File: src/rtl/pwm_grp_pkg.sv
package pwm_grp_pkg;

  // Register select values inside one group (wr_addr low bits).
  localparam int SEL_W          = 3;
  localparam int REG_PERIOD     = 0;
  localparam int REG_CTRL       = 1;
  localparam int REG_DUTY_BASE  = 2;

  // Control register bit positions.
  localparam int CTRL_EN_BIT    = 0;
  localparam int CTRL_ALIGN_BIT = 1;
  localparam int CTRL_PAIR_BIT0 = 2;

  typedef enum logic {
    ALIGN_EDGE   = 1'b0,
    ALIGN_CENTER = 1'b1
  } align_e;

endpackage

File: src/rtl/pwm_grp_regs.sv
module pwm_grp_regs
  import pwm_grp_pkg::*;
#(
  parameter int CNT_W = 8,
  parameter int NOUT  = 4,
  localparam int NPAIR = NOUT / 2
) (
  input  logic                           clk,
  input  logic                           rst_n,
  input  logic                           wr_stb,
  input  logic [SEL_W-1:0]               wr_sel,
  input  logic [CNT_W-1:0]               wr_data,
  input  logic                           period_end,
  output logic                           en_o,
  output align_e                         align_o,
  output logic [CNT_W-1:0]               period_o,
  output logic [NPAIR-1:0]               comp_o,
  output logic [NOUT-1:0][CNT_W-1:0]     duty_o
);

  logic                       en_q;
  align_e                     sh_align_q, sh_align_d, act_align_q;
  logic [CNT_W-1:0]           sh_period_q, sh_period_d, act_period_q;
  logic [NPAIR-1:0]           sh_comp_q, sh_comp_d, act_comp_q;
  logic [NOUT-1:0][CNT_W-1:0] sh_duty_q, sh_duty_d, act_duty_q;
  logic                       ctrl_wr;
  logic                       take_shadow;

  assign ctrl_wr     = wr_stb && (int'(wr_sel) == REG_CTRL);
  // A stopped group tracks its shadow set so enabling starts clean.
  assign take_shadow = period_end || !en_q;

  always_comb begin
    sh_period_d = sh_period_q;
    sh_align_d  = sh_align_q;
    sh_comp_d   = sh_comp_q;
    sh_duty_d   = sh_duty_q;
    if (wr_stb && (int'(wr_sel) == REG_PERIOD)) sh_period_d = wr_data;
    if (ctrl_wr) begin
      sh_align_d = align_e'(wr_data[CTRL_ALIGN_BIT]);
      for (int p = 0; p < NPAIR; p++) sh_comp_d[p] = wr_data[CTRL_PAIR_BIT0 + p];
    end
    for (int i = 0; i < NOUT; i++)
      if (wr_stb && (int'(wr_sel) == REG_DUTY_BASE + i)) sh_duty_d[i] = wr_data;
  end

  always_ff @(posedge clk or negedge rst_n) begin
    if (!rst_n) begin
      en_q         <= 1'b0;
      sh_period_q  <= '0;
      sh_align_q   <= ALIGN_EDGE;
      sh_comp_q    <= '0;
      sh_duty_q    <= '0;
      act_period_q <= '0;
      act_align_q  <= ALIGN_EDGE;
      act_comp_q   <= '0;
      act_duty_q   <= '0;
    end else begin
      if (ctrl_wr) en_q <= wr_data[CTRL_EN_BIT];
      sh_period_q <= sh_period_d;
      sh_align_q  <= sh_align_d;
      sh_comp_q   <= sh_comp_d;
      sh_duty_q   <= sh_duty_d;
      if (take_shadow) begin
        act_period_q <= sh_period_d;
        act_align_q  <= sh_align_d;
        act_comp_q   <= sh_comp_d;
        act_duty_q   <= sh_duty_d;
      end
    end
  end

  assign en_o     = en_q;
  assign align_o  = act_align_q;
  assign period_o = act_period_q;
  assign comp_o   = act_comp_q;
  assign duty_o   = act_duty_q;

  // inside a running period the working set does not move.
  assert_active_stable_R7: assert property (@(posedge clk) disable iff (!rst_n)
    (en_q && !period_end) |=> ($stable(act_duty_q) && $stable(act_period_q)
                               && $stable(act_comp_q) && $stable(act_align_q)));

endmodule

File: src/rtl/pwm_grp_timer.sv
module pwm_grp_timer
  import pwm_grp_pkg::*;
#(
  parameter int CNT_W = 8
) (
  input  logic             clk,
  input  logic             rst_n,
  input  logic             en,
  input  align_e           align,
  input  logic [CNT_W-1:0] period,
  output logic [CNT_W-1:0] cnt_o,
  output logic             period_end_o
);

  logic [CNT_W-1:0] cnt_q, cnt_d;
  logic             up_q, up_d;
  logic [CNT_W:0]   cnt_inc;
  logic             wrap;

  assign cnt_inc = {1'b0, cnt_q} + 1'b1;

  always_comb begin
    cnt_d = cnt_q;
    up_d  = up_q;
    wrap  = 1'b0;
    if (!en) begin
      cnt_d = '0;
      up_d  = 1'b1;
    end else if (align == ALIGN_EDGE) begin
      up_d = 1'b1;
      if (cnt_inc >= {1'b0, period}) begin
        cnt_d = '0;
        wrap  = 1'b1;
      end else begin
        cnt_d = cnt_inc[CNT_W-1:0];
      end
    end else if (up_q) begin
      if (cnt_q >= period) begin
        if (period <= CNT_W'(1)) begin
          cnt_d = '0;
          wrap  = 1'b1;
        end else begin
          cnt_d = cnt_q - 1'b1;
          up_d  = 1'b0;
        end
      end else begin
        cnt_d = cnt_inc[CNT_W-1:0];
      end
    end else begin
      if (cnt_q <= CNT_W'(1)) begin
        cnt_d = '0;
        up_d  = 1'b1;
        wrap  = 1'b1;
      end else begin
        cnt_d = cnt_q - 1'b1;
      end
    end
  end

  always_ff @(posedge clk or negedge rst_n) begin
    if (!rst_n) begin
      cnt_q <= '0;
      up_q  <= 1'b1;
    end else begin
      cnt_q <= cnt_d;
      up_q  <= up_d;
    end
  end

  assign cnt_o        = cnt_q;
  assign period_end_o = wrap;

  // a stopped group restarts from zero.
  assert_idle_zero_R8: assert property (@(posedge clk) disable iff (!rst_n)
    !en |=> (cnt_q == '0));

  // edge alignment never reaches the period value.
  assert_edge_range_R2: assert property (@(posedge clk) disable iff (!rst_n)
    (en && align == ALIGN_EDGE) |-> (cnt_q < period || cnt_q == '0));

  // center alignment turns at the period value.
  assert_center_range_R3: assert property (@(posedge clk) disable iff (!rst_n)
    (en && align == ALIGN_CENTER) |-> (cnt_q <= period));

endmodule

File: src/rtl/pwm_grp_out.sv
module pwm_grp_out #(
  parameter int CNT_W = 8,
  parameter int NOUT  = 4,
  localparam int NPAIR = NOUT / 2
) (
  input  logic                       en,
  input  logic [CNT_W-1:0]           cnt,
  input  logic [CNT_W-1:0]           period,
  input  logic [NPAIR-1:0]           comp,
  input  logic [NOUT-1:0][CNT_W-1:0] duty,
  output logic [NOUT-1:0]            out_o
);

  logic [NOUT-1:0] level;

  for (genvar i = 0; i < NOUT; i++) begin : g_cmp
    assign level[i] = (duty[i] != '0) && ((cnt < duty[i]) || (duty[i] >= period));
  end

  for (genvar p = 0; p < NPAIR; p++) begin : g_pair
    assign out_o[2*p]   = en & level[2*p];
    assign out_o[2*p+1] = en & (comp[p] ? ~level[2*p] : level[2*p+1]);
  end

endmodule

File: src/rtl/pwm_grouped_gen.sv
module pwm_grouped_gen
  import pwm_grp_pkg::*;
#(
  parameter int NUM_GRP     = 4,
  parameter int OUT_PER_GRP = 4,
  parameter int CNT_W       = 8,
  localparam int GRP_W      = (NUM_GRP > 1) ? $clog2(NUM_GRP) : 1,
  localparam int ADDR_W     = GRP_W + SEL_W,
  localparam int NUM_OUT    = NUM_GRP * OUT_PER_GRP
) (
  input  logic               clk,
  input  logic               rst_n,
  input  logic               wr_en,
  input  logic [ADDR_W-1:0]  wr_addr,
  input  logic [CNT_W-1:0]   wr_data,
  output logic [NUM_OUT-1:0] pwm_out
);

  localparam int NPAIR = OUT_PER_GRP / 2;

  for (genvar g = 0; g < NUM_GRP; g++) begin : g_grp
    logic                              stb;
    logic                              en;
    align_e                            align;
    logic [CNT_W-1:0]                  period;
    logic [NPAIR-1:0]                  comp;
    logic [OUT_PER_GRP-1:0][CNT_W-1:0] duty;
    logic [CNT_W-1:0]                  cnt;
    logic                              period_end;

    assign stb = wr_en && (wr_addr[ADDR_W-1:SEL_W] == GRP_W'(g));

    pwm_grp_regs #(.CNT_W(CNT_W), .NOUT(OUT_PER_GRP)) u_regs (
      .clk        (clk),
      .rst_n      (rst_n),
      .wr_stb     (stb),
      .wr_sel     (wr_addr[SEL_W-1:0]),
      .wr_data    (wr_data),
      .period_end (period_end),
      .en_o       (en),
      .align_o    (align),
      .period_o   (period),
      .comp_o     (comp),
      .duty_o     (duty)
    );

    pwm_grp_timer #(.CNT_W(CNT_W)) u_timer (
      .clk          (clk),
      .rst_n        (rst_n),
      .en           (en),
      .align        (align),
      .period       (period),
      .cnt_o        (cnt),
      .period_end_o (period_end)
    );

    pwm_grp_out #(.CNT_W(CNT_W), .NOUT(OUT_PER_GRP)) u_out (
      .en     (en),
      .cnt    (cnt),
      .period (period),
      .comp   (comp),
      .duty   (duty),
      .out_o  (pwm_out[g*OUT_PER_GRP +: OUT_PER_GRP])
    );
  end

endmodule

File: config.mk
export PLATFORM = sky130hd
export DESIGN_NAME = pwm_grouped_gen
export DESIGN_NICKNAME = d
export VERILOG_FILES = /design/src/rtl/pwm_grp_pkg.sv /design/src/rtl/pwm_grp_regs.sv /design/src/rtl/pwm_grp_timer.sv /design/src/rtl/pwm_grp_out.sv /design/src/rtl/pwm_grouped_gen.sv
export SDC_FILE = /design/constraint.sdc
export NUM_CORES = 1
export LEC_CHECK = 0
export CORE_ASPECT_RATIO = 1.5
export CORE_UTILIZATION = 55
export CTS_CLUSTER_SIZE = 25
export DETAILED_ROUTE_END_ITERATION = 10
export GPL_TIMING_DRIVEN = 0
export MAX_ROUTING_LAYER = met4
export PLACE_DENSITY = 0.71
export RECOVER_POWER = 50
export SYNTH_ARGS = -nofsm -noshare
export SYNTH_HDL_FRONTEND = slang
export SYNTH_HIERARCHICAL = 1
export SYNTH_SLANG_ARGS = --single-unit
export TNS_END_PERCENT = 5
File: constraint.sdc
create_clock -name clk -period 8.2 [get_ports clk]
set_input_delay 0.82 -clock clk [delete_from_list [all_inputs] [get_ports clk]]
set_output_delay 0.82 -clock clk [all_outputs]
set_load 0.05 [all_outputs]
Word level (Yosys, flattened, before mapping)
Cells that the tools add are included.
{"block": "word_totals", "regBits": 384, "inputBits": 16, "out_inout_bits": 16, "elab_cells": 350}
{"block": "classes", "addsub": 8, "n_lt_le_gt_ge": 48, "eq_ne": 8, "muxes": 108, "bitwise_logic": 24, "reduce_logical": 86}
{"cell": "8-bit two-way mux", "count": 48}
{"cell": "8-bit greater-or-equal comparator", "count": 20}
{"cell": "8-bit less-than comparator", "count": 16}
{"cell": "8-bit nonzero test", "count": 16}
{"cell": "8-bit by 1-bit less-or-equal comparator with 1-bit output, second input constant", "count": 8}
{"cell": "1-bit two-way mux", "count": 56}
{"cell": "1-bit logical AND", "count": 44}
{"cell": "8-bit by 1-bit adder with 9-bit output, second input constant", "count": 4}
{"cell": "9-bit by 8-bit greater-or-equal comparator with 1-bit output", "count": 4}
{"cell": "8-bit by 1-bit subtractor with 8-bit output, second input constant", "count": 4}
{"cell": "1-bit logical OR", "count": 20}
{"cell": "1-bit bitwise AND", "count": 16}
{"cell": "3-bit == test, second input constant", "count": 4}
{"cell": "2-bit two-way mux", "count": 4}
{"cell": "1-bit inverter", "count": 8}
{"cell": "2-bit == test, second input constant", "count": 2}
{"cell": "1-bit logical NOT", "count": 4}
{"cell": "3-bit by 2-bit == test with 1-bit output, second input constant", "count": 1}
{"cell": "3-bit logical NOT", "count": 1}
{"cell": "2-bit by 1-bit == test with 1-bit output, second input constant", "count": 1}
{"cell": "2-bit logical NOT", "count": 1}

Longest topological paths before layout
Gate-level depths: netlist (run 1).
{"block": "logic_depth", "depth_word": 7, "depth_mapped": 16, "ltp_nobuf": 13}

Cells and area by module
Netlist (run 1), hierarchy kept.
{"mod": "pwm_grp_regs", "instances": 4, "cells_each": 189, "area_each_um2": 3293.2, "seq_area_each_um2": 2177.1}
{"mod": "pwm_grp_out", "instances": 4, "cells_each": 206, "area_each_um2": 1552.7, "seq_area_each_um2": 0.0}
{"mod": "pwm_grp_timer (g_grp[0].u_timer ...)", "instances": 2, "cells_each": 148, "area_each_um2": 1228.7, "seq_area_each_um2": 226.5}
{"mod": "pwm_grp_timer (g_grp[3].u_timer)", "instances": 1, "cells_each": 157, "area_each_um2": 1262.5, "seq_area_each_um2": 226.5}
{"mod": "pwm_grp_timer (g_grp[2].u_timer)", "instances": 1, "cells_each": 150, "area_each_um2": 1183.6, "seq_area_each_um2": 226.5}
{"mod": "pwm_grouped_gen", "instances": 1, "cells_each": 4, "area_each_um2": 37.5, "seq_area_each_um2": 0.0}

Least setup slack after synthesis (run 1)
Ideal clock, no wire load.
{"block": "synth_timing", "path_type": "flip-flop to flip-flop", "startpoint": "register g_grp[0].u_timer.cnt_q[2]", "endpoint": "register g_grp[0].u_regs.act_comp_q[0]", "setup_time_ps": 125, "t_arrival_ps": 3302, "required_ps": 8075, "path_slack_ps": 4773, "stages_incl_launch_ff": 17, "n_path_buf": 3, "synth_period_minus_slack_ps": 3427, "cell_sequence": "dfrtp_1 > buf_4 > nand3_1 > nor2_1 > and3_1 > xor2_1 > ha_1 > nand4_1 > and3_2 > and3_1 > and2b_4 > a21o_1 > nor2_1 > nand2b_1 > buf_2 > clkbuf_1 > mux2_2"}
{"block": "synth_between", "elab_chain_len": 6, "elab_cells_between_ends": 11, "classes_between": "1 x add/sub; 3 x order compare; 6 x mux; 1 x reduce/logical"}
{"item": "start: declaration", "line": "pwm_grp_timer.sv:15", "text": "logic [CNT_W-1:0] cnt_q, cnt_d;"}
{"item": "start signal: assignment", "line": "pwm_grp_timer.sv:65", "text": "cnt_q <= cnt_d;"}
{"item": "8-bit by 1-bit adder with 9-bit output (tied with other cells)", "line": "pwm_grp_timer.sv:20", "text": "assign cnt_inc = {1'b0, cnt_q} + 1'b1;"}
{"item": "9-bit by 8-bit greater-or-equal comparator with 1-bit output (tied with other cells)", "line": "pwm_grp_timer.sv:31", "text": "if (cnt_inc >= {1'b0, period}) begin"}
{"item": "1-bit two-way mux, on equally long branches", "line": "pwm_grp_timer.sv:31, pwm_grp_timer.sv:37"}
{"item": "1-bit two-way mux *", "line": "pwm_grp_timer.sv:29", "text": "end else if (align == ALIGN_EDGE) begin"}
{"item": "1-bit two-way mux *", "line": "pwm_grp_timer.sv:26", "text": "if (!en) begin"}
{"item": "named net g_grp[0].period_end", "line": "pwm_grouped_gen.sv:29", "text": "logic period_end;"}
{"item": "1-bit logical OR *", "line": "pwm_grp_regs.sv:31", "text": "assign take_shadow = period_end || !en_q;"}
{"item": "end signal: assignment", "line": "pwm_grp_regs.sv:67", "text": "act_comp_q <= sh_comp_d;"}
{"item": "end: declaration", "line": "pwm_grp_regs.sv:24", "text": "logic [NPAIR-1:0] sh_comp_q, sh_comp_d, act_comp_q;"}
The timed path passes the listed nets; every way through them passes the cells marked *.
A chain may end at the register's enable or synchronous reset.

==> summary.md, run 1 <==
| Metric | Value |
|---|---|
| Starting density of the core | 0.5560 |
| Clock slew at reported path FFs | 0.06 ns |
| Critical path's slowest cell | clkbuf_1 |
| Min-Delay Path Class | reg -> reg |
| Fraction of registers with async set/reset | 1.000 |
| Max Fclk | 0.1959 GHz |
| Final Skew | 0.01747 ns |
| CTS tree | built |
| Mapped Cells | 2,187 |
| Max incr delay on CP | 3.54 ns |
| First-pass GRT wire length | 96.24 mm |
| Final hold violations | 0 |
| Multiplexer area fraction after synthesis | 0.1623 |
| Crit-path leading delay family | buffers and inverters |
| Area growth, synth to finish | 9.809% |
| Antenna violations before repair | 0 |
| Setup Viol. Count Final | 0 |
| Die Wd | 173.7 um |
| Footprint of the multi-input gates | 13,570 sq um |
| Row count | 94 |
| Core Area | 43,750 sq um |
| Total of max-cap violations | 1 |
| DRT iter0 DRCs | 786 |
| CP Buf/Inv Count | 1 |
| Setup slack at placement | 3.794 ns |
| DP HPWL | 41.65 mm |
| Final GP Congestion | 0.9405 |
| # clock sinks | 384 |
| Worst Hold Depth | 1 |
| Register area | 9614 sq um |
| CTS buffer count | 39 |
| I/O Pins | 32 |
| Drt drc | 0 |
| Synthesized area per cell | 11.12 sq um |
| Antenna cells | 0 |
| Port Buffers | 30 |
| DR vias/cell | 6.030 |
| IR Drop Worst-Case VDD | 169.8 uV |
| Kind of critical path | in -> async |
| Placement Cell Area | 25,400 sq um |
| WHS | 0.4856 ns |
| Synth unique cells | 95 |
| Worst r2r path cells | 16 |
| CTS-repair resized insts | 0 |
| Final Util | 0.6105 |
| Worst EP required | 7.60 ns |
| Worst setup EP type | async pin |
| CTS Hold Bufs | 0 |
| RSZ-0062 raised after global routing | false |
| Max-slew headroom | -2.467 |
| CTS root buf | clkbuf_16 |
| Pin count of the biggest net entering global routing | 106 |
| Fraction of the mapped netlist area in simple logic gates | 0.1155 |
| Total GRT Usage | 0.2791 |
| Largest family of logic cells by synthesized area | adder cells |
| Cell Chain, Critical Path | clkbuf_1 |
| Synth warn | 6 |
| PwrDens | 310.7 nW/um^2 |
| Failing checks | capacitance limit, slew limit |
| # fillers | 3,647 |
| LEAKAGE | 12.81 nW |
| Status | finished, violations left |
| Seq/Total Area, Yosys | 0.3952 |
| Post-CTS setup buffers | 0 |
| Routed Antenna Nets | 0 |
| Fraction of layout cells with a size suffix above 1 | 0.2278 |
| Crit share post-route | 0.6226 |
| Crit path launch type | primary input |
| Post-Route WL | 59.49 mm |
| #FFs+latches synth | 384 |
| Fin nets | 2,593 |
| Crit-path max FO | 90 |
| Slew Viols, Final | 91 |
| Syn nets | 2,519 |
| Vias in the first global route | 18,030 |
| Post-synth EDFFs | 0 |
| Worst slew pin tran | 5.200 ns |
| Crit path depth | 1 |
| DIE AREA | 45,090 sq um |
| Area share of fa/ha/maj cells after synthesis | 0.1625 |
| Final min period | 5.106 ns |
| Mapped Area | 24,320 sq um |
| Clk buf depth | 3 |
| Vias | 17,290 |
| Main flop type after synthesis | dfrtp_1 |
| Clk_lat worst skew | 0.55 ns |
| Design area | 26,710 sq um |
| Complex-gate fraction of the synthesized area | 0.1041 |
| Final worst setup slack | 3.094 ns |
| GRT Residual Overflow | 0 |
| Die height | 259.6 um |
| WL/cell | 20.75 um |
| Post-Synth XOR/XNOR Area | 0.01404 |
| H-tree levels | 2 |
| WP data arrival | 4.51 ns |
| Drt pass-1 iters | 5 |
-- metrics by stage --
| stage | instances | setup TNS, ns | total power [mW] |
|---|---|---|---|
| floorplan | 2187 | 0 | 5.449 |
| global placement | 2793 | -3691.42 | 6.254 |
| detailed placement | 2796 | 0 | 6.437 |
| CTS | 2867 | 0 | 8.326 |
| global route | 2867 | 0 | 8.905 |
| finish | 2867 | 0 | 8.298 |
-- synth_stat cells (all sizes together) (5+ instances only) --
library cell  instances  area (sq um)
dfrtp               380          9509
mux2                348          3919
ha                  316          3954
inv                 215         807.0
nand2               118         442.9
a21oi               117         600.6
nor2                106         397.9
o21ai                95         483.0
nor4                 49         369.1
nor3                 32         180.2
buf                  30         226.5
nand3                25         137.6
nor3b                23         177.7
and3                 22         147.6
xnor2                21         183.9
nand4                19         131.4
a211oi               18         165.2
clkbuf               18         87.59
xor2                 18         157.7
o31ai                16         160.2
o21a                 15         112.6
nand2b               14         147.7
o211ai               12         90.09
a21o                  9         67.56
a2111oi               8         220.2
a32o                  8         90.09
nand4b                8         120.1
nor2b                 8         50.05
nor4b                 8         142.6
nor4bb                8         80.08
o21bai                7         63.81
or3                   7         43.79
a31oi                 6         50.04
and2                  6         37.54
o22ai                 6         37.54
o2111ai               5         43.79
-- cell usage in the layout, fill, tap and decap left out, types with 10 or more instances in the layout --
| cell | instances |
|---|---|
| a211oi_1 | 12 |
| a21oi_1 | 113 |
| and3_1 | 14 |
| buf_2 | 20 |
| buf_6 | 10 |
| clkbuf_1 | 24 |
| clkbuf_16 | 41 |
| clkdlybuf4s50_1 | 20 |
| dfrtp_1 | 380 |
| ha_1 | 316 |
| inv_1 | 214 |
| mux2_1 | 36 |
| mux2_2 | 312 |
| nand2_1 | 118 |
| nand3_1 | 24 |
| nand4_1 | 18 |
| nor2_1 | 106 |
| nor3_1 | 28 |
| nor3b_1 | 22 |
| nor4_1 | 39 |
| nor4_2 | 10 |
| o211ai_1 | 12 |
| o21a_1 | 15 |
| o21ai_0 | 86 |
| xnor2_1 | 21 |
| xor2_1 | 18 |
-- metal layers --
layer  global-route usage  vias up  share of wire
met5                    -        -              0
met4               0.1277        0          0.045
met3              0.02797      153          0.036
met2               0.4894      395           0.51
met1               0.3221     8668           0.41
li1                     -     8072              -
-- layout make-up --
class                           instances  share of cell area
Timing Repair Buffer                   33             0.01279
Clock buffer                           55             0.04300
Clock inverter                         16            0.007026
Multi-Input combinational cell       1539              0.5082
Tap cell                              576             0.02698
Buffer                                 48             0.01176
Inverter                              216             0.03035
Sequential cell                       384              0.3599
-- power by group --
group,total (mW),leakage (nW),internal (mW),switching (mW)
registers,2.87,4.93,2.36,0.514
logic,3.58,7.23,1.64,1.95
clock network,1.84,0.650,1.08,0.761
total,8.30,12.8,5.08,3.22
-- logic make-up after synthesis --
kind of cell	Yosys count
XOR/XNOR	39
adder cells (fa/ha/maj)	316
buffers and inverters	264
flip-flops	384
AO/OA/AOI/OAI	359
multiplexers	351
AND/OR/NAND/NOR	474
-- registers in the layout, indices dropped and copies added, names as in the netlist, 8 cells and up --
signal                    flops
g_grp.u_regs/period_o        32
g_grp.u_timer/cnt_o          32
g_grp.u_regs/sh_duty_q      128
g_grp.u_regs/comp_o           8
g_grp.u_regs/sh_period_q     32
g_grp.u_regs/duty_o         128
g_grp.u_regs/sh_comp_q        8
-- path summary, 6_finish.rpt --
path | start | end | slack (ns)
worst max-delay path | rst_n | g_grp[3].u_regs/duty_o[0] | 3.09
worst min-delay path | g_grp[3].u_regs/sh_duty_q[23] | g_grp[3].u_regs/sh_duty_q[23] | 0.49
worst max register to register | g_grp[0].u_timer/cnt_o[2] | g_grp[0].u_regs/comp_o[0] | 3.72
worst min register to register | g_grp[3].u_regs/sh_duty_q[23] | g_grp[3].u_regs/sh_duty_q[23] | 0.49
max in group clk | g_grp[0].u_timer/cnt_o[2] | g_grp[0].u_regs/comp_o[0] | 3.72
min in group asynchronous | rst_n | g_grp[2].u_timer/cnt_o[5] | 2.12
Note: power is estimated with default switching activity, not from simulation.
==> run 2, diff against run 1 <==
--- a/config.mk
+++ b/config.mk
@@ -11,7 +11,7 @@
 export DETAILED_ROUTE_END_ITERATION = 10
 export GPL_TIMING_DRIVEN = 0
 export MAX_ROUTING_LAYER = met4
-export PLACE_DENSITY = 0.71
+export PLACE_DENSITY = 0.74
 export RECOVER_POWER = 50
 export SYNTH_ARGS = -nofsm -noshare
 export SYNTH_HDL_FRONTEND = slang
==> constraint.sdc (replaced) <==
create_clock -name clk -period 4.51 [get_ports clk]
set_input_delay 0.451 -clock clk [delete_from_list [all_inputs] [get_ports clk]]
set_output_delay 0.451 -clock clk [all_outputs]
set_load 0.05 [all_outputs]
==> summary.md, run 2 (synthesis gave the netlist of run 1 again) <==
| Metric | Value |
|---|---|
| Status | finished, violations left (unchanged) |
| Failing checks | capacitance limit, slew limit (unchanged) |
| Vias | 17,440 (was 17,290) |
| Sequential share of power | 0.342 (was 0.346) |
| Final Skew | 0.01319 ns (was 0.01747 ns) |
| Final min period | 4.350 ns |
| Slew Viols, Final | 102 (was 91) |
| Tot Pwr | 15.33 mW (was 8.298 mW) |
| Total of max-cap violations | 2 (was 1) |
| PwrDens | 573.1 nW/um^2 (was 310.7 nW/um^2) |
| Clock slew at reported path FFs | 0.08 ns (was 0.06 ns) |
| Max-slew headroom | -0.3237 (was -2.467) |
| CTS tree | built (unchanged) |
| WP data arrival | 4.77 ns (was 4.51 ns) |
| DP HPWL | 42.62 mm (was 41.65 mm) |
| Fin nets | 2,594 (was 2,593) |
| R2r setup slk | 0.16 ns (was 3.72 ns) |
| Routed Antenna Nets | 0 (unchanged) |
| First-pass GRT wire length | 98.48 mm (was 96.24 mm) |
| Logic pwr share | 0.429 (was 0.432) |
| WHS | 0.3681 ns (was 0.4856 ns) |
| Die Wd | 173.7 um (unchanged) |
| Worst r2r path cells | 16 (unchanged) |
| Most common cell after layout, fill and taps aside | dfrtp_1 (unchanged) |
| Core Area | 43,750 sq um (unchanged) |
| Internal power | 9.359 mW (was 5.077 mW) |
| Worst Hold Depth | 3 (was 1) |
| # clock sinks | 384 (unchanged) |
| Min-Delay Path Class | in -> reg (was reg -> reg) |
| Design area | 26,740 sq um (was 26,710 sq um) |
| IR Drop Worst-Case VDD | 282.6 uV (was 169.8 uV) |
| RSZ-0062 raised after global routing | true (was false) |
| Switching share of power | 0.3893 (was 0.3881) |
| Setup slack at placement | 0.1119 ns (was 3.794 ns) |
| Drt pass-1 iters | 7 (was 5) |
| I/O Pins | 32 (unchanged) |
| Die height | 259.6 um (unchanged) |
| CTS root buf | clkbuf_16 (unchanged) |
| DRT iter0 DRCs | 783 (was 786) |
| Sw Pwr | 5.967 mW (was 3.221 mW) |
| Commonest non-fill, non-tap cells in the layout | 380 x dfrtp_1, 316 x ha_1, 307 x mux2_2, 214 x inv_1, 118 x nand2_1 (was 380 x dfrtp_1, 316 x ha_1, 312 x mux2_2, 214 x inv_1, 118 x nand2_1) |
| Final worst setup slack | 0.1596 ns (was 3.094 ns) |
| Worst setup EP type | flop (was async pin) |
| Max Fclk | 0.2299 GHz |
| Critical R2R Launch | g_grp[1].u_timer/cnt_o[2] (was g_grp[0].u_timer/cnt_o[2]) |
| Clk buf depth | 3 (unchanged) |
| Setup Viol. Count Final | 0 (unchanged) |
| Antenna violations before repair | 2 (was 0) |
| Post-Route WL | 61.45 mm (was 59.49 mm) |
| Crit share post-route | 0.9646 |
| Total GRT Usage | 0.2866 (was 0.2791) |
| Final GP Congestion | 0.9254 (was 0.9405) |
| DR vias/cell | 6.081 (was 6.030) |
| Post-CTS setup buffers | 0 (unchanged) |
| Clk_lat worst skew | 0.54 ns (was 0.55 ns) |
| Port Buffers | 30 (unchanged) |
| Final TNS setup | 0 ns (unchanged) |
| Kind of critical path | reg -> reg (was in -> async) |
| Starting density of the core | 0.5560 (unchanged) |
| LEAKAGE | 12.83 nW (was 12.81 nW) |
| Drt drc | 0 (unchanged) |
| Vias in the first global route | 18,500 (was 18,030) |
| Area growth, synth to finish | 9.938% (was 9.809%) |
| Placement Cell Area | 25,410 sq um (was 25,400 sq um) |
| Clock power share | 0.229 (was 0.222) |
| Hold path endpoint | g_grp[2].u_regs/sh_period_q[4] (was g_grp[3].u_regs/sh_duty_q[23]) |
| Crit-path max FO | 10 (was 90) |
| GRT Residual Overflow | 0 (unchanged) |
| DIE AREA | 45,090 sq um (unchanged) |
| Placed Cells | 2,796 (unchanged) |
| Reg2reg end | g_grp[1].u_regs/duty_o[27] (was g_grp[0].u_regs/comp_o[0]) |
| Row count | 94 (unchanged) |
| Fin cells | 2,868 (was 2,867) |
| Pin count of the biggest net entering global routing | 108 (was 106) |
| H-tree levels | 2 (unchanged) |
| Worst slew pin tran | 1.986 ns (was 5.200 ns) |
| WL/cell | 21.43 um (was 20.75 um) |
| Crit path launch type | flop (was primary input) |
| Fraction of layout cells with a size suffix above 1 | 0.2297 (was 0.2278) |
| Final Util | 0.6112 (was 0.6105) |
| Final hold violations | 0 (unchanged) |
| Hold Path Origin | wr_addr[0] (was g_grp[3].u_regs/sh_duty_q[23]) |
| CTS buffer count | 39 (unchanged) |
| Worst EP required | 4.93 ns (was 7.60 ns) |
[run 2: cell count changes in the layout (fill, tap and decap cells not counted), moves of 2 or more]
cell	previous run	this run
diode_2	0	2
mux2_1	36	41
bufinv_16	3	8
clkinv_2	4	7
clkbuf_2	0	5
clkbuf_8	9	4
clkbuf_16	41	39
mux2_2	312	307
clkbuf_4	0	2
clkbuf_1	24	13
buf_16	3	0
clkinvlp_4	3	5
[run 2: critical path, stage by stage, from the launching register on]
cell and delay [ns]:
dfrtp_1 0.63, buf_4 0.26, nand3_1 0.12, nor2_1 0.29, and3_1 0.22, xor2_1 0.10, ha_1 0.36, and4_1 0.23
o221ai_1 0.12, and3_1 0.20, and2b_4 0.19, a21o_1 0.17, nor2_1 0.07, nand2b_1 0.10, buf_2 0.22, clkbuf_1 0.53
mux2_2 0.41
[run 2: cell type report]
class	instances	area, sq um
clock buffers	43	1011
flip-flops and latches	384	9614
clock inverters	26	365.4
repair buffers	34	310.3
inverters	216	810.8
multi-input cells	1539	13590
plain buffers	48	319.1
well taps	576	720.7
diodes	2	5.005
fillers	3570	17010
[run 2: per-layer routing]
layer	vias up	global-route usage	part of all wire
met5	-	-	0
met4	0	0.1535	0.057
met3	199	0.03090	0.038
met2	476	0.5085	0.52
met1	8709	0.3155	0.39
li1	8056	-	-
[run 2: worst max-delay path by stage]
stage / from / endpoint / slack (ns) / depth (start not counted)
floorplan: g_grp[0].u_timer/cnt_o[2] / g_grp[0].u_regs/comp_o[0] / 1.08 / 16
global placement: rst_n / g_grp[1].u_regs/duty_o[24] / -13.08 / 1
detailed placement: g_grp[0].u_timer/cnt_o[2] / g_grp[0].u_regs/duty_o[6] / 0.11 / 16
CTS: g_grp[0].u_timer/cnt_o[2] / g_grp[0].u_regs/duty_o[6] / 0.08 / 16
global route: g_grp[1].u_timer/cnt_o[2] / g_grp[1].u_regs/duty_o[25] / -0.07 / 16
finish: g_grp[1].u_timer/cnt_o[2] / g_grp[1].u_regs/duty_o[27] / 0.16 / 16
[run 2: power groups by stage]
| stage | clock network, mW | logic [mW] | registers, mW |
|---|---|---|---|
| after floorplan | 0 | 5.02 | 4.89 |
| after global routing | 3.71 | 7.29 | 5.37 |
| after global placement | 0 | 6.12 | 5.28 |
| after detailed placement | 0 | 6.47 | 5.30 |
| after CTS | 3.58 | 6.53 | 5.25 |
| final | 3.50 | 6.57 | 5.25 |
[run 2: timing repair]
item	CTS	global route
hold endpoints to repair	76	0
gates resized for setup	0	9
setup endpoints to repair	0	57
hold buffers	1	0
==> run 3, diff against run 2 <==
--- a/config.mk
+++ b/config.mk
@@ -11,7 +11,7 @@
 export DETAILED_ROUTE_END_ITERATION = 10
 export GPL_TIMING_DRIVEN = 0
 export MAX_ROUTING_LAYER = met4
-export PLACE_DENSITY = 0.74
+export PLACE_DENSITY = 0.71
 export RECOVER_POWER = 50
 export SYNTH_ARGS = -nofsm -noshare
 export SYNTH_HDL_FRONTEND = slang
==> constraint.sdc (replaced) <==
create_clock -name clk -period 5.5 [get_ports clk]
set_input_delay 0.55 -clock clk [delete_from_list [all_inputs] [get_ports clk]]
set_output_delay 0.55 -clock clk [all_outputs]
set_load 0.05 [all_outputs]
==> summary.md, run 3 (synthesis gave the netlist of run 1 again) <==
| Metric | Value |
|---|---|
| R2r setup slk | 1.02 ns (was 0.16 ns) |
| Post-Route WL | 59.48 mm (was 61.45 mm) |
| # fillers | 3,648 (was 3,570) |
| Worst slew pin tran | 4.285 ns (was 1.986 ns) |
| Crit share post-route | 0.8154 (was 0.9646) |
| Most common cell after layout, fill and taps aside | dfrtp_1 (unchanged) |
| Antenna violations before repair | 0 (was 2) |
| DR vias/cell | 6.028 (was 6.081) |
| Core Area | 43,750 sq um (unchanged) |
| Clk_lat worst skew | 0.55 ns (was 0.54 ns) |
| Placed Cells | 2,796 (unchanged) |
| Fin nets | 2,593 (was 2,594) |
| Fin cells | 2,867 (was 2,868) |
| Clk buf depth | 3 (unchanged) |
| Commonest non-fill, non-tap cells in the layout | 380 x dfrtp_1, 316 x ha_1, 310 x mux2_2, 214 x inv_1, 118 x nand2_1 (was 380 x dfrtp_1, 316 x ha_1, 307 x mux2_2, 214 x inv_1, 118 x nand2_1) |
| DP HPWL | 41.65 mm (was 42.62 mm) |
| Cell Chain, Critical Path | buf_4 > nand3_1 > nor2_1 > and3_1 > xor2_1 > ha_1 > and4_1 > o221ai_1 > and3_1 > and2b_4 > a21o_1 > nor2_1 > nand2b_1 > buf_2 > clkbuf_1 > mux2_2 (unchanged) |
| Setup Viol. Count Final | 0 (unchanged) |
| Final GP Congestion | 0.9405 (was 0.9254) |
| GRT Residual Overflow | 0 (unchanged) |
| WP data arrival | 4.91 ns (was 4.77 ns) |
| Max incr delay on CP | 0.61 ns (was 0.63 ns) |
| Logic pwr share | 0.432 (was 0.429) |
| CTS tree | built (unchanged) |
| Status | finished, violations left (unchanged) |
| Worst EP required | 5.93 ns (was 4.93 ns) |
| # clock sinks | 384 (unchanged) |
| Sw Pwr | 4.809 mW (was 5.967 mW) |
| Clock slew at reported path FFs | 0.07 ns (was 0.08 ns) |
| CTS buffer count | 39 (unchanged) |
| First-pass GRT wire length | 96.24 mm (was 98.48 mm) |
| Post-CTS setup buffers | 0 (unchanged) |
| Clock power share | 0.222 (was 0.229) |
| Final TNS setup | 0 ns (unchanged) |
| CTS-repair resized insts | 0 (unchanged) |
| DIE AREA | 45,090 sq um (unchanged) |
| Crit path launch type | flop (unchanged) |
| Failing checks | capacitance limit, slew limit (unchanged) |
| Kind of critical path | reg -> reg (unchanged) |
| Max Fclk | 0.2230 GHz (was 0.2299 GHz) |
| Slew Viols, Final | 88 (was 102) |
| IR Drop Worst-Case VDD | 252.9 uV (was 282.6 uV) |
| Drt drc | 0 (unchanged) |
| Total of max-cap violations | 1 (was 2) |
| Area growth, synth to finish | 9.897% (was 9.938%) |
| Vias in the first global route | 18,030 (was 18,500) |
| Drt pass-1 iters | 6 (was 7) |
| Routed Antenna Nets | 0 (unchanged) |
| Critical path's slowest cell | dfrtp_1 (unchanged) |
| RSZ-0062 raised after global routing | false (was true) |
| Antenna cells | 0 (was 2) |
| Starting density of the core | 0.5560 (unchanged) |
| Sequential share of power | 0.346 (was 0.342) |
| Final Skew | 0.01735 ns (was 0.01319 ns) |
| Die height | 259.6 um (unchanged) |
| Vias | 17,280 (was 17,440) |
| Final min period | 4.484 ns (was 4.350 ns) |
| Total GRT Usage | 0.2791 (was 0.2866) |
| Fraction of layout cells with a size suffix above 1 | 0.2278 (was 0.2297) |
| PwrDens | 463.1 nW/um^2 (was 573.1 nW/um^2) |
| Max-slew headroom | -1.857 (was -0.3237) |
| DRT iter0 DRCs | 760 (was 783) |
| Footprint of the multi-input gates | 13,590 sq um (unchanged) |
| Min-Delay Path Class | in -> reg (unchanged) |
| Pin count of the biggest net entering global routing | 106 (was 108) |
| Worst setup EP type | flop (unchanged) |
| Register area | 9614 sq um (unchanged) |
| LEAKAGE | 12.83 nW (about the same) |
| CTS Hold Bufs | 0 (was 1) |
| WHS | 0.4658 ns (was 0.3681 ns) |
| Port Buffers | 30 (unchanged) |
| H-tree levels | 2 (unchanged) |
| Switching share of power | 0.3884 (was 0.3893) |
| Final hold violations | 0 (unchanged) |
| Row count | 94 (unchanged) |
| CTS root buf | clkbuf_16 (unchanged) |
| Crit-path max FO | 10 (unchanged) |
| I/O Pins | 32 (unchanged) |
| Internal power | 7.571 mW (was 9.359 mW) |
| WL/cell | 20.75 um (was 21.43 um) |
| Die Wd | 173.7 um (unchanged) |
-- run 3: critical path, delay by kind of cell (launching register included) --
kind,cells,cell delay (ns)
mux,1,0.41
compound gates,2,0.33
xor+xnor,1,0.31
buf+inv,3,1.07
flops,1,0.61
simple gates,8,1.38
fa+ha+maj,1,0.24
-- run 3: layout make-up --
| cell class | count | area share |
|---|---|---|
| multi-input cells | 1539 | 0.5082 |
| flip-flops and latches | 384 | 0.3597 |
| clock buffers | 55 | 0.04297 |
| inverters | 216 | 0.03033 |
| well taps | 576 | 0.02696 |
| repair buffers | 33 | 0.01311 |
| plain buffers | 48 | 0.01175 |
| clock inverters | 16 | 0.007021 |
-- run 3: worst paths after layout --
path                                               start  cells after the start                              to
max                            g_grp[0].u_timer/cnt_o[2]                     16       g_grp[0].u_regs/comp_o[0]
min                                           wr_addr[0]                      3  g_grp[0].u_regs/sh_period_q[2]
max reg2reg                    g_grp[0].u_timer/cnt_o[2]                     16       g_grp[0].u_regs/comp_o[0]
min reg2reg                g_grp[3].u_regs/sh_duty_q[23]                      1   g_grp[3].u_regs/sh_duty_q[23]
max in group asynchronous                          rst_n                      1       g_grp[3].u_regs/duty_o[0]
min in group asynchronous                          rst_n                      1       g_grp[2].u_timer/cnt_o[5]
-- run 3: power by group through the flow --
stage / Combinational [mW] / Sequential (mW) / Clock, mW
after global placement: 5.01 / 4.31 / 0
after floorplan: 4.12 / 4.01 / 0
after CTS: 5.31 / 4.29 / 2.82
final: 5.35 / 4.28 / 2.75
after global routing: 5.98 / 4.39 / 2.91
after detailed placement: 5.27 / 4.33 / 0
-- run 3: per-stage QoR --
stage / instance area, sq um / setup WS, ns / power [mW] / utilization
6_report: 26730 / 1.016 / 12.38 / 0.6110
5_1_grt: 26730 / 0.5830 / 13.28 / 0.6110
4_1_cts: 26740 / 1.050 / 12.41 / 0.6112
3_5_place_dp: 25400 / 1.094 / 9.596 / 0.5806
3_3_place_gp: 25350 / -12.17 / 9.324 / 0.5793
2_1_floorplan: 24320 / 2.073 / 8.125 / -
-- run 3: layer usage --
| metal | share of wire | vias to the layer above | track usage |
|---|---|---|---|
| met3 | 0.036 | 166 | 0.02797 |
| met1 | 0.41 | 8657 | 0.3221 |
| li1 | - | 8068 | - |
| met5 | 0 | - | - |
| met4 | 0.045 | 0 | 0.1277 |
| met2 | 0.51 | 390 | 0.4894 |
